--- config.mk ---
export PLATFORM = sky130hd
export DESIGN_NAME = pw_target_acceptor
export DESIGN_NICKNAME = d
export VERILOG_FILES = /design/src/rtl/pw_pkg.sv /design/src/rtl/pw_cmd_decode.sv /design/src/rtl/pw_boundary_check.sv /design/src/rtl/pw_queue_packer.sv /design/src/rtl/pw_target_acceptor.sv
export SDC_FILE = /design/constraint.sdc
export NUM_CORES = 1
export LEC_CHECK = 0
export BUFFER_PORTS_ARGS = -buffer_cell sky130_fd_sc_hd__buf_2
export CORE_UTILIZATION = 45
export DETAILED_ROUTE_END_ITERATION = 10
export PLACE_DENSITY_LB_ADDON = 0.3
export SETUP_SLACK_MARGIN = 0.5
export SYNTH_ARGS = -nofsm -noshare
export SYNTH_HDL_FRONTEND = slang
export SYNTH_SLANG_ARGS = --single-unit
--- constraint.sdc ---
create_clock -name clk -period 2.5 [get_ports clk]
set_input_delay 0.375 -clock clk [delete_from_list [all_inputs] [get_ports clk]]
set_output_delay 0.375 -clock clk [all_outputs]
set_load 0.05 [all_outputs]
--- src/rtl/pw_pkg.sv ---
package pw_pkg;

  localparam logic [3:0] CMD_MEM_WR     = 4'b0111;
  localparam logic [3:0] CMD_MEM_WR_INV = 4'b1111;
  localparam int         ENTRY_W        = 38;

  typedef enum logic [1:0] {
    ST_IDLE,
    ST_DECODE,
    ST_DATA,
    ST_RETRY
  } pw_state_e;

  typedef struct packed {
    logic        hdr;
    logic        last;
    logic [3:0]  tag;
    logic [31:0] payload;
  } pw_entry_t;

endpackage

--- src/rtl/pw_cmd_decode.sv ---
module pw_cmd_decode
  import pw_pkg::*;
(
  input  logic [3:0] cmd,
  output logic       is_post,
  output logic       is_mwi
);
  // Posting applies to the two memory write flavours only.
  always_comb begin
    is_mwi  = (cmd == CMD_MEM_WR_INV);
    is_post = (cmd == CMD_MEM_WR) || is_mwi;
  end
endmodule

--- src/rtl/pw_boundary_check.sv ---
module pw_boundary_check #(
  parameter int CL_W         = 8,
  parameter int PAGE_DW_BITS = 10
) (
  input  logic [29:0]     dw_addr,
  input  logic            use_line,
  input  logic [CL_W-1:0] line_dw,
  output logic            last_dw
);
  localparam int LINE_BITS = (CL_W < 30) ? CL_W : 30;

  logic [LINE_BITS-1:0] line_mask;
  logic                 line_end;
  logic                 page_end;

  // A zero line size falls back to the page window.
  always_comb begin
    line_mask = LINE_BITS'(line_dw - 1'b1);
    line_end  = ((dw_addr[LINE_BITS-1:0] & line_mask) == line_mask);
    page_end  = &dw_addr[PAGE_DW_BITS-1:0];
    last_dw   = (use_line && (line_dw != '0)) ? line_end : page_end;
  end
endmodule

--- src/rtl/pw_queue_packer.sv ---
module pw_queue_packer
  import pw_pkg::*;
(
  input  logic               clk,
  input  logic               rst,
  input  logic               push_hdr,
  input  logic               push_data,
  input  logic               last,
  input  logic [3:0]         cmd,
  input  logic [31:0]        addr,
  input  logic [3:0]         be_l,
  input  logic [31:0]        data,
  output logic               q_push,
  output logic [ENTRY_W-1:0] q_entry
);
  pw_entry_t entry_q;

  always_ff @(posedge clk) begin
    if (rst) begin
      q_push  <= 1'b0;
      entry_q <= '0;
    end else begin
      q_push <= push_hdr | push_data;
      if (push_hdr) begin
        entry_q <= '{hdr: 1'b1, last: 1'b0, tag: cmd, payload: addr};
      end else if (push_data) begin
        entry_q <= '{hdr: 1'b0, last: last, tag: be_l, payload: data};
      end
    end
  end

  assign q_entry = entry_q;
endmodule

--- src/rtl/pw_target_acceptor.sv ---
module pw_target_acceptor
  import pw_pkg::*;
#(
  parameter int FREE_W       = 8,
  parameter int CL_W         = 8,
  parameter int PAGE_DW_BITS = 10,
  parameter int MIN_RESERVE  = 8
) (
  input  logic               clk,
  input  logic               rst,
  input  logic               frame_l,
  input  logic               irdy_l,
  input  logic [31:0]        ad,
  input  logic [3:0]         cbe_l,
  input  logic [CL_W-1:0]    line_dw,
  input  logic [FREE_W-1:0]  q_free,
  output logic               devsel_l,
  output logic               trdy_l,
  output logic               stop_l,
  output logic               q_push,
  output logic [ENTRY_W-1:0] q_entry
);
  localparam logic [FREE_W-1:0] ADMIT_MIN = FREE_W'(MIN_RESERVE + 1);
  localparam logic [FREE_W-1:0] TWO_LEFT  = FREE_W'(2);

  pw_state_e         state_q;
  logic              frame_prev_q;
  logic              devsel_q, trdy_q, stop_q;
  logic [31:0]       addr_q, addr_next;
  logic [3:0]        cmd_q;
  logic              mwi_q;
  logic [FREE_W-1:0] space_q;

  logic is_post, is_mwi;
  logic bnd_cur, bnd_next;
  logic start, xfer, final_ph, admit;
  logic push_hdr, push_data;

  pw_cmd_decode u_dec (
    .cmd     (cbe_l),
    .is_post (is_post),
    .is_mwi  (is_mwi)
  );

  assign addr_next = addr_q + 32'd4;

  // Boundary test for the phase about to be offered at claim time.
  pw_boundary_check #(.CL_W(CL_W), .PAGE_DW_BITS(PAGE_DW_BITS)) u_bnd_cur (
    .dw_addr  (addr_q[31:2]),
    .use_line (mwi_q),
    .line_dw  (line_dw),
    .last_dw  (bnd_cur)
  );

  // Boundary test for the phase that follows a completed transfer.
  pw_boundary_check #(.CL_W(CL_W), .PAGE_DW_BITS(PAGE_DW_BITS)) u_bnd_next (
    .dw_addr  (addr_next[31:2]),
    .use_line (mwi_q),
    .line_dw  (line_dw),
    .last_dw  (bnd_next)
  );

  always_comb begin
    start     = (state_q == ST_IDLE) && !frame_l && frame_prev_q;
    admit     = (q_free >= ADMIT_MIN);
    xfer      = (state_q == ST_DATA) && trdy_q && !irdy_l;
    final_ph  = xfer && (frame_l || stop_q);
    push_hdr  = (state_q == ST_DECODE) && admit;
    push_data = xfer;
  end

  always_ff @(posedge clk) begin
    if (rst) begin
      state_q      <= ST_IDLE;
      frame_prev_q <= 1'b1;
      devsel_q     <= 1'b0;
      trdy_q       <= 1'b0;
      stop_q       <= 1'b0;
      addr_q       <= '0;
      cmd_q        <= '0;
      mwi_q        <= 1'b0;
      space_q      <= '0;
    end else begin
      frame_prev_q <= frame_l;
      unique case (state_q)
        ST_IDLE: begin
          if (start && is_post) begin
            addr_q  <= ad;
            cmd_q   <= cbe_l;
            mwi_q   <= is_mwi;
            state_q <= ST_DECODE;
          end
        end
        ST_DECODE: begin
          devsel_q <= 1'b1;
          if (admit) begin
            trdy_q  <= 1'b1;
            stop_q  <= bnd_cur;
            space_q <= q_free - 1'b1;
            state_q <= ST_DATA;
          end else begin
            stop_q  <= 1'b1;
            state_q <= ST_RETRY;
          end
        end
        ST_DATA: begin
          if (xfer) begin
            if (final_ph) begin
              devsel_q <= 1'b0;
              trdy_q   <= 1'b0;
              stop_q   <= 1'b0;
              state_q  <= ST_IDLE;
            end else begin
              addr_q  <= addr_next;
              space_q <= space_q - 1'b1;
              stop_q  <= (space_q == TWO_LEFT) || bnd_next;
            end
          end
        end
        ST_RETRY: begin
          if (frame_l) begin
            devsel_q <= 1'b0;
            stop_q   <= 1'b0;
            state_q  <= ST_IDLE;
          end
        end
        default: state_q <= ST_IDLE;
      endcase
    end
  end

  assign devsel_l = ~devsel_q;
  assign trdy_l   = ~trdy_q;
  assign stop_l   = ~stop_q;

  pw_queue_packer u_pack (
    .clk       (clk),
    .rst       (rst),
    .push_hdr  (push_hdr),
    .push_data (push_data),
    .last      (final_ph),
    .cmd       (cmd_q),
    .addr      (addr_q),
    .be_l      (cbe_l),
    .data      (ad),
    .q_push    (q_push),
    .q_entry   (q_entry)
  );
endmodule

Word level (Yosys, flattened, before mapping)
Cells that the tools add are included.

word-level totals
  register bits = 90
  output and inout bits = 42

operators by class
  add/subtract/negate cells = 4
  $lt $le $gt $ge = 1
  equality and inequality tests = 14
  mux-type cells = 28
  bitwise gates (word level) = 6
  reductions and logical operators = 29

operators with widths
  kind                                                                count
  two-way mux 32 bit                                                  3
  two-way mux 38 bit                                                  2
  one-hot mux 32 bit (2 select lines)                                 1
  adder 32 x 3 -> 32 bit (second input constant)                      1
  two-way mux 8 bit                                                   3
  subtractor 8 x 1 -> 8 bit (second input constant)                   3
  AND reduction 10 bit                                                2
  AND reduction 4 bit                                                 5
  AND 8 bit                                                           2
  == test 8 bit                                                       2
  one-hot mux 8 bit (2 select lines)                                  1
  two-way mux 1 bit                                                   10
  == test 8 x 2 -> 1 bit (second input constant)                      1
  greater-or-equal comparator 8 x 4 -> 1 bit (second input constant)  1
  logical AND 1 bit                                                   8
  two-way mux 2 bit                                                   4
  one-hot mux 2 bit (4 select lines)                                  1
  nonzero test 8 bit                                                  1
  != test 2 x 1 -> 1 bit (second input constant)                      3
  != test 2 bit (second input constant)                               3
  one-hot mux 1 bit (3 select lines)                                  2
  nonzero test 2 bit                                                  3
  == test 2 bit (second input constant)                               2
  == test 4 x 3 -> 1 bit (second input constant)                      1
  other kinds (12)                                                    17

Depth between registers and ports, before layout
  depth after elaboration = 8
  gate-level depth with buffers = 12
  depth with buffers taken out = 9

Modules after synthesis
From an unflattened synthesis, not the netlist that was laid out.

unflattened totals
  cell total of the unflattened synthesis = 714
  area, all modules = 5694.2 sq um

modules (own cells, without submodules)
  module              times used  cells an instance  area an instance (sq um)  sequential area each (sq um)
  pw_target_acceptor  1           486                3530.9                    1021.0
  pw_queue_packer     1           170                1779.2                    780.7
  pw_boundary_check   2           28                 183.9                     0.0
  pw_cmd_decode       1           2                  16.3                      0.0

Least setup slack after synthesis
Ideal clock, no wire load.

  path type = reg2reg
  from = register state_q[0]
  to = register space_q[6]
  setup time = 0.074 ns
  arrival time = 2.297 ns
  data required time = 2.426 ns
  path slack = 0.129 ns
  stages on the path, launching flop included = 11
  path buffers = 3
  period minus slack after synthesis = 2.371 ns
  path through = dfxtp_1 > nand2b_1 > buf_2 > buf_2 > buf_2 > mux2i_1 > ha_1 > nor3b_2 > mux2i_1 > a211o_1 > a31oi_1

between the ends
  cells in the longest elaborated chain, start to end = 6
  elaborated cells on any way between the ends = 11
  classes of those cells = eq/ne (5); mux (1); reduce/logical (5)

RTL lines
  what                            RTL line                                            source
  from (decl)                     pw_target_acceptor.sv:26                            pw_state_e state_q;
  from (signal assigned)          pw_target_acceptor.sv:74                            state_q <= ST_IDLE;
  from (signal assigned)          pw_target_acceptor.sv:91                            state_q <= ST_DECODE;
  from (signal assigned)          pw_target_acceptor.sv:100                           state_q <= ST_DATA;
  == test 2 bit                   pw_target_acceptor.sv:66, pw_target_acceptor.sv:85
  logical AND 1 bit (2 in a row)  pw_target_acceptor.sv:66                            xfer = (state_q == ST_DATA) && trdy_q && !irdy_l;
  logical AND 1 bit               pw_target_acceptor.sv:67                            final_ph = xfer && (frame_l || stop_q);
  != test 2 bit (no line)         n/a
  AND reduction 4 bit (no line)   n/a
  to (signal assigned)            pw_target_acceptor.sv:99                            space_q <= q_free - 1'b1;
  to (signal assigned)            pw_target_acceptor.sv:115                           space_q <= space_q - 1'b1;
  to (decl)                       pw_target_acceptor.sv:32                            logic [FREE_W-1:0] space_q;

Several ways; a longest one is shown, not always the timed one.
A chain may end at the register's enable or synchronous reset.

Worst setup path in the final report
  from = register stop_q
  to = register addr_q[20]

between the ends
  cells in the longest elaborated chain, start to end = 4

RTL lines
  what                           RTL line                   source
  from (decl)                    pw_target_acceptor.sv:28   logic devsel_q, trdy_q, stop_q;
  from (signal assigned)         pw_target_acceptor.sv:98   stop_q <= bnd_cur;
  from (signal assigned)         pw_target_acceptor.sv:116  stop_q <= (space_q == TWO_LEFT) || bnd_next;
  logical OR 1 bit               pw_target_acceptor.sv:67
  logical AND 1 bit              pw_target_acceptor.sv:67
  != test 2 bit (no line)        n/a
  AND reduction 4 bit (no line)  n/a
  to (signal assigned)           pw_target_acceptor.sv:114  addr_q <= addr_next;
  to (decl)                      pw_target_acceptor.sv:29   logic [31:0] addr_q, addr_next;

Every way passes these cells.

==> results.toml <==
[synth]
ys_seq_elements = 90
ys_seq_area_frac = 0.356
syn-num-nets = 730
yosys-top-cells-area = "dfxtp_1 (36%), nand2_1 (9.6%), a311oi_1 (6.9%), nor2_1 (6.3%), a21oi_1 (4.6%)"
synth_ff_type = "dfxtp_1"
synth_area_um2 = 5060
synth_area_leader_cell = "dfxtp_1"
async_reset_ff_frac = 0
synth-edff-count = 0
ys_warn_count = 0
ys_types = 68
synth.avg_cell_area_um2 = 7.55
synth_top_area_frac = 0.356
postSynthCellCount = 670

[global_routing]
grt-ovfl-total = 0
grt_max_degree = 36
grt_pass1_vias = 4898
antenna_found_initial = 0
grt_pass1_wl_mm = 24.1
grt_use_total = 0.260

[placed_design]
pre_cts_ws_ns = 0.223
dpl.hpwl_mm = 10.1
gp_congestion = 0.864
numPortBuffers = 97

[clock_network]
cts-buffers-inserted = 9
cts_sinks = 90
postCtsHoldBufs = 0
clk_pin_slew_ns = 0.10
tritoncts = "done"
cts_buffer_depth = 2
htree_levels = 3
cts-root-buf = "clkbuf_8"
clk_latency_ns = 0.37

[floorplan]
start_util = 0.465
coreArea_um2 = 10900
num_rows = 38
die_h_um = 108
dieArea_um2 = 11700
ioPinCount = 98
die_w_um = 108

[timing]
setup_viol = 0
whs_ns = 0.249
hold_viol_final = 0
fin_skew_ns = 0.0141
drv_slew = 0
setup_tns_ns = 0
max_freq_mhz = 515
worst_slack_ns = 0.558
finalCritPeriodShare = 0.777
rsz0062_at_grt = "yes"
finalCriticalPeriod_ns = 1.94
slew_headroom = 0.597
tightest_slew_ns = 0.604

[worst_setup_path]
required_ns = 2.76
worstSetupStartpointType = "flip-flop"
r2r-start = "stop_q$_SDFFE_PP0P_"
reg2reg_slack_ns = 0.56
crit_type = "reg2reg"
crit_path_max_fanout = 7
endpoint_kind = "flip-flop"
crit_arrival_ns = 2.20
reg2reg_depth = 6
timing.rr.end = "addr_q[20]$_SDFFE_PP0P_"

[pwr]
seqPwrFrac = 0.527
p_comb_frac = 0.119
p_switching_mw = 0.785
power.density_nw_per_um2 = 460
swShare = 0.277
p_int_mw = 2.05
irDropWorstVdd_mv = 0.332
p_leak_nw = 2.27
pwr-share-clk = 0.354
finalPower_mw = 2.83

[status]
status = "finished, final reports clean"

[final_layout]
area.sequential_um2 = 1820
diodes = 0
multi_input_area_um2 = 3110
fillers = 1002
syn2layout_area_growth_pct = 21.7
drive_gt1_frac = 0.262
nNetsFinal = 823

[detailed_routing]
vias = 5350
vias_per_cell = 5.89
first_pass_iters = 4
drt-total-wl_mm = 15.1
ant_nets = 0
drt_iter0_drc = 435
post_drt_wl_per_cell_um = 16.6
drc = 0

[worst_hold_path]
hp-start = "ad[1]"
hold_class = "in2reg"
min_to = "addr_q[1]$_SDFFE_PP0P_"
holdPathStages = 3

[flow_run]
drv_cap = 0
sequential cells by signal, summed over array words and instances (netlist names):
signal,flops
stop_q,1
mwi_q,1
state_q,2
space_q,8
addr_q,32
frame_prev_q,1
u_pack.q_entry,38
trdy_q,1
u_pack.q_push,1
devsel_q,1
cmd_q,4
critical path, stage by stage (launching register included):
cell	delay [ns]
dfxtp_1	0.34
nor2_1	0.27
nand4b_1	0.22
a21o_2	0.33
nor2_1	0.36
a41o_1	0.25
nor4_2	0.05
cells in the final DEF (no fill, tap or decap), types with 13 or more instances in the layout:
master      n
o21ai_0    26
nand2_1   128
a21oi_1    47
buf_4      36
nand3_1    14
inv_1      13
dfxtp_1    78
buf_2      97
nor2_1     84
a311oi_1   40
power groups by stage:
stage                     clock [mW]  combinational, mW  sequential (mW)
after global placement             0              0.309             1.52
after global routing            1.08              0.364             1.50
after detailed placement           0              0.314             1.53
after CTS                       1.02              0.322             1.49
after floorplan                    0              0.167             1.55
final                           1.00              0.336             1.49
synthesized netlist by cell type, types with 5 or more instances:
master and instances:
nand2_1 130, dfxtp_1 90, nor2_1 85, a21oi_1 47, a311oi_1 40, o21ai_0 28
clkbuf_1 27, buf_2 18, inv_1 14, nand3_1 14, a211oi_1 13, nor3_1 12
xnor2_1 11, o22ai_1 10, nand4_1 9, a31oi_1 6, mux2i_1 6, buf_1 5
nor4_1 5, o221ai_1 5
per-layer routing:
metal	part of all wire	wire [µm]	vias up	track usage
met2	0.48	7290	200	0.424
met1	0.44	6710	2509	0.342
met4	0.016	246	0	0.0861
met3	0.057	868	26	0.0524
met5	0	0	-	0
li1	-	-	2615	-
final cells by class:
type | instances | area share
Clock buffer | 11 | 0.0213
Clock inverter | 5 | 0.00894
Inverter | 14 | 0.00853
Multi-Input combinational cell | 512 | 0.506
Sequential cell | 90 | 0.296
Tap cell | 140 | 0.0284
Timing Repair Buffer | 136 | 0.131
per-stage QoR:
step                      utilization  area (µm²)  cells
after floorplan                     -        5100    670
after global placement          0.522        5680    874
after detailed placement        0.522        5680    874
after CTS                       0.550        5990    903
after global routing            0.566        6160    908
final                           0.566        6160    908
worst max path at each step:
stage | from | endpoint | slack [ns] | cells past startpoint
final | stop_q$_SDFFE_PP0P_ | addr_q[20]$_SDFFE_PP0P_ | 0.56 | 6
after global routing | stop_q$_SDFFE_PP0P_ | addr_q[20]$_SDFFE_PP0P_ | 0.43 | 6
after floorplan | state_q[1]$_SDFFE_PP0P_ | space_q[6]$_SDFFE_PP0P_ | 0.47 | 11
after detailed placement | state_q[0]$_SDFFE_PP0P_ | space_q[6]$_SDFFE_PP0P_ | 0.22 | 8
after CTS | state_q[0]$_SDFFE_PP0P_ | space_q[5]$_SDFFE_PP0P_ | 0.47 | 8
after global placement | addr_q[2]$_SDFFE_PP0P_ | addr_q[20]$_SDFFE_PP0P_ | 0.25 | 7
kinds of logic (layout without fill, tap and decap cells):
| logic type | Yosys count | in the layout | synth area share |
|---|---|---|---|
| adders and majority gates | 4 | 4 | 0.00989 |
| DFF | 90 | 90 | 0.356 |
| muxes | 7 | 7 | 0.0148 |
| buffers and inverters | 68 | 166 | 0.0586 |
| and+or+nand+nor | 296 | 296 | 0.275 |
| AOI/OAI and AO/OA | 191 | 191 | 0.262 |
| xor gates and xnor gates | 14 | 14 | 0.0242 |
timing repair:
action	4_1_cts	5_1_grt
setup buffers	13	5
pin swaps	2	9
endpoints found under the setup margin	18	27
gates resized for setup	7	35
Note: power is estimated with default switching activity, not from simulation.
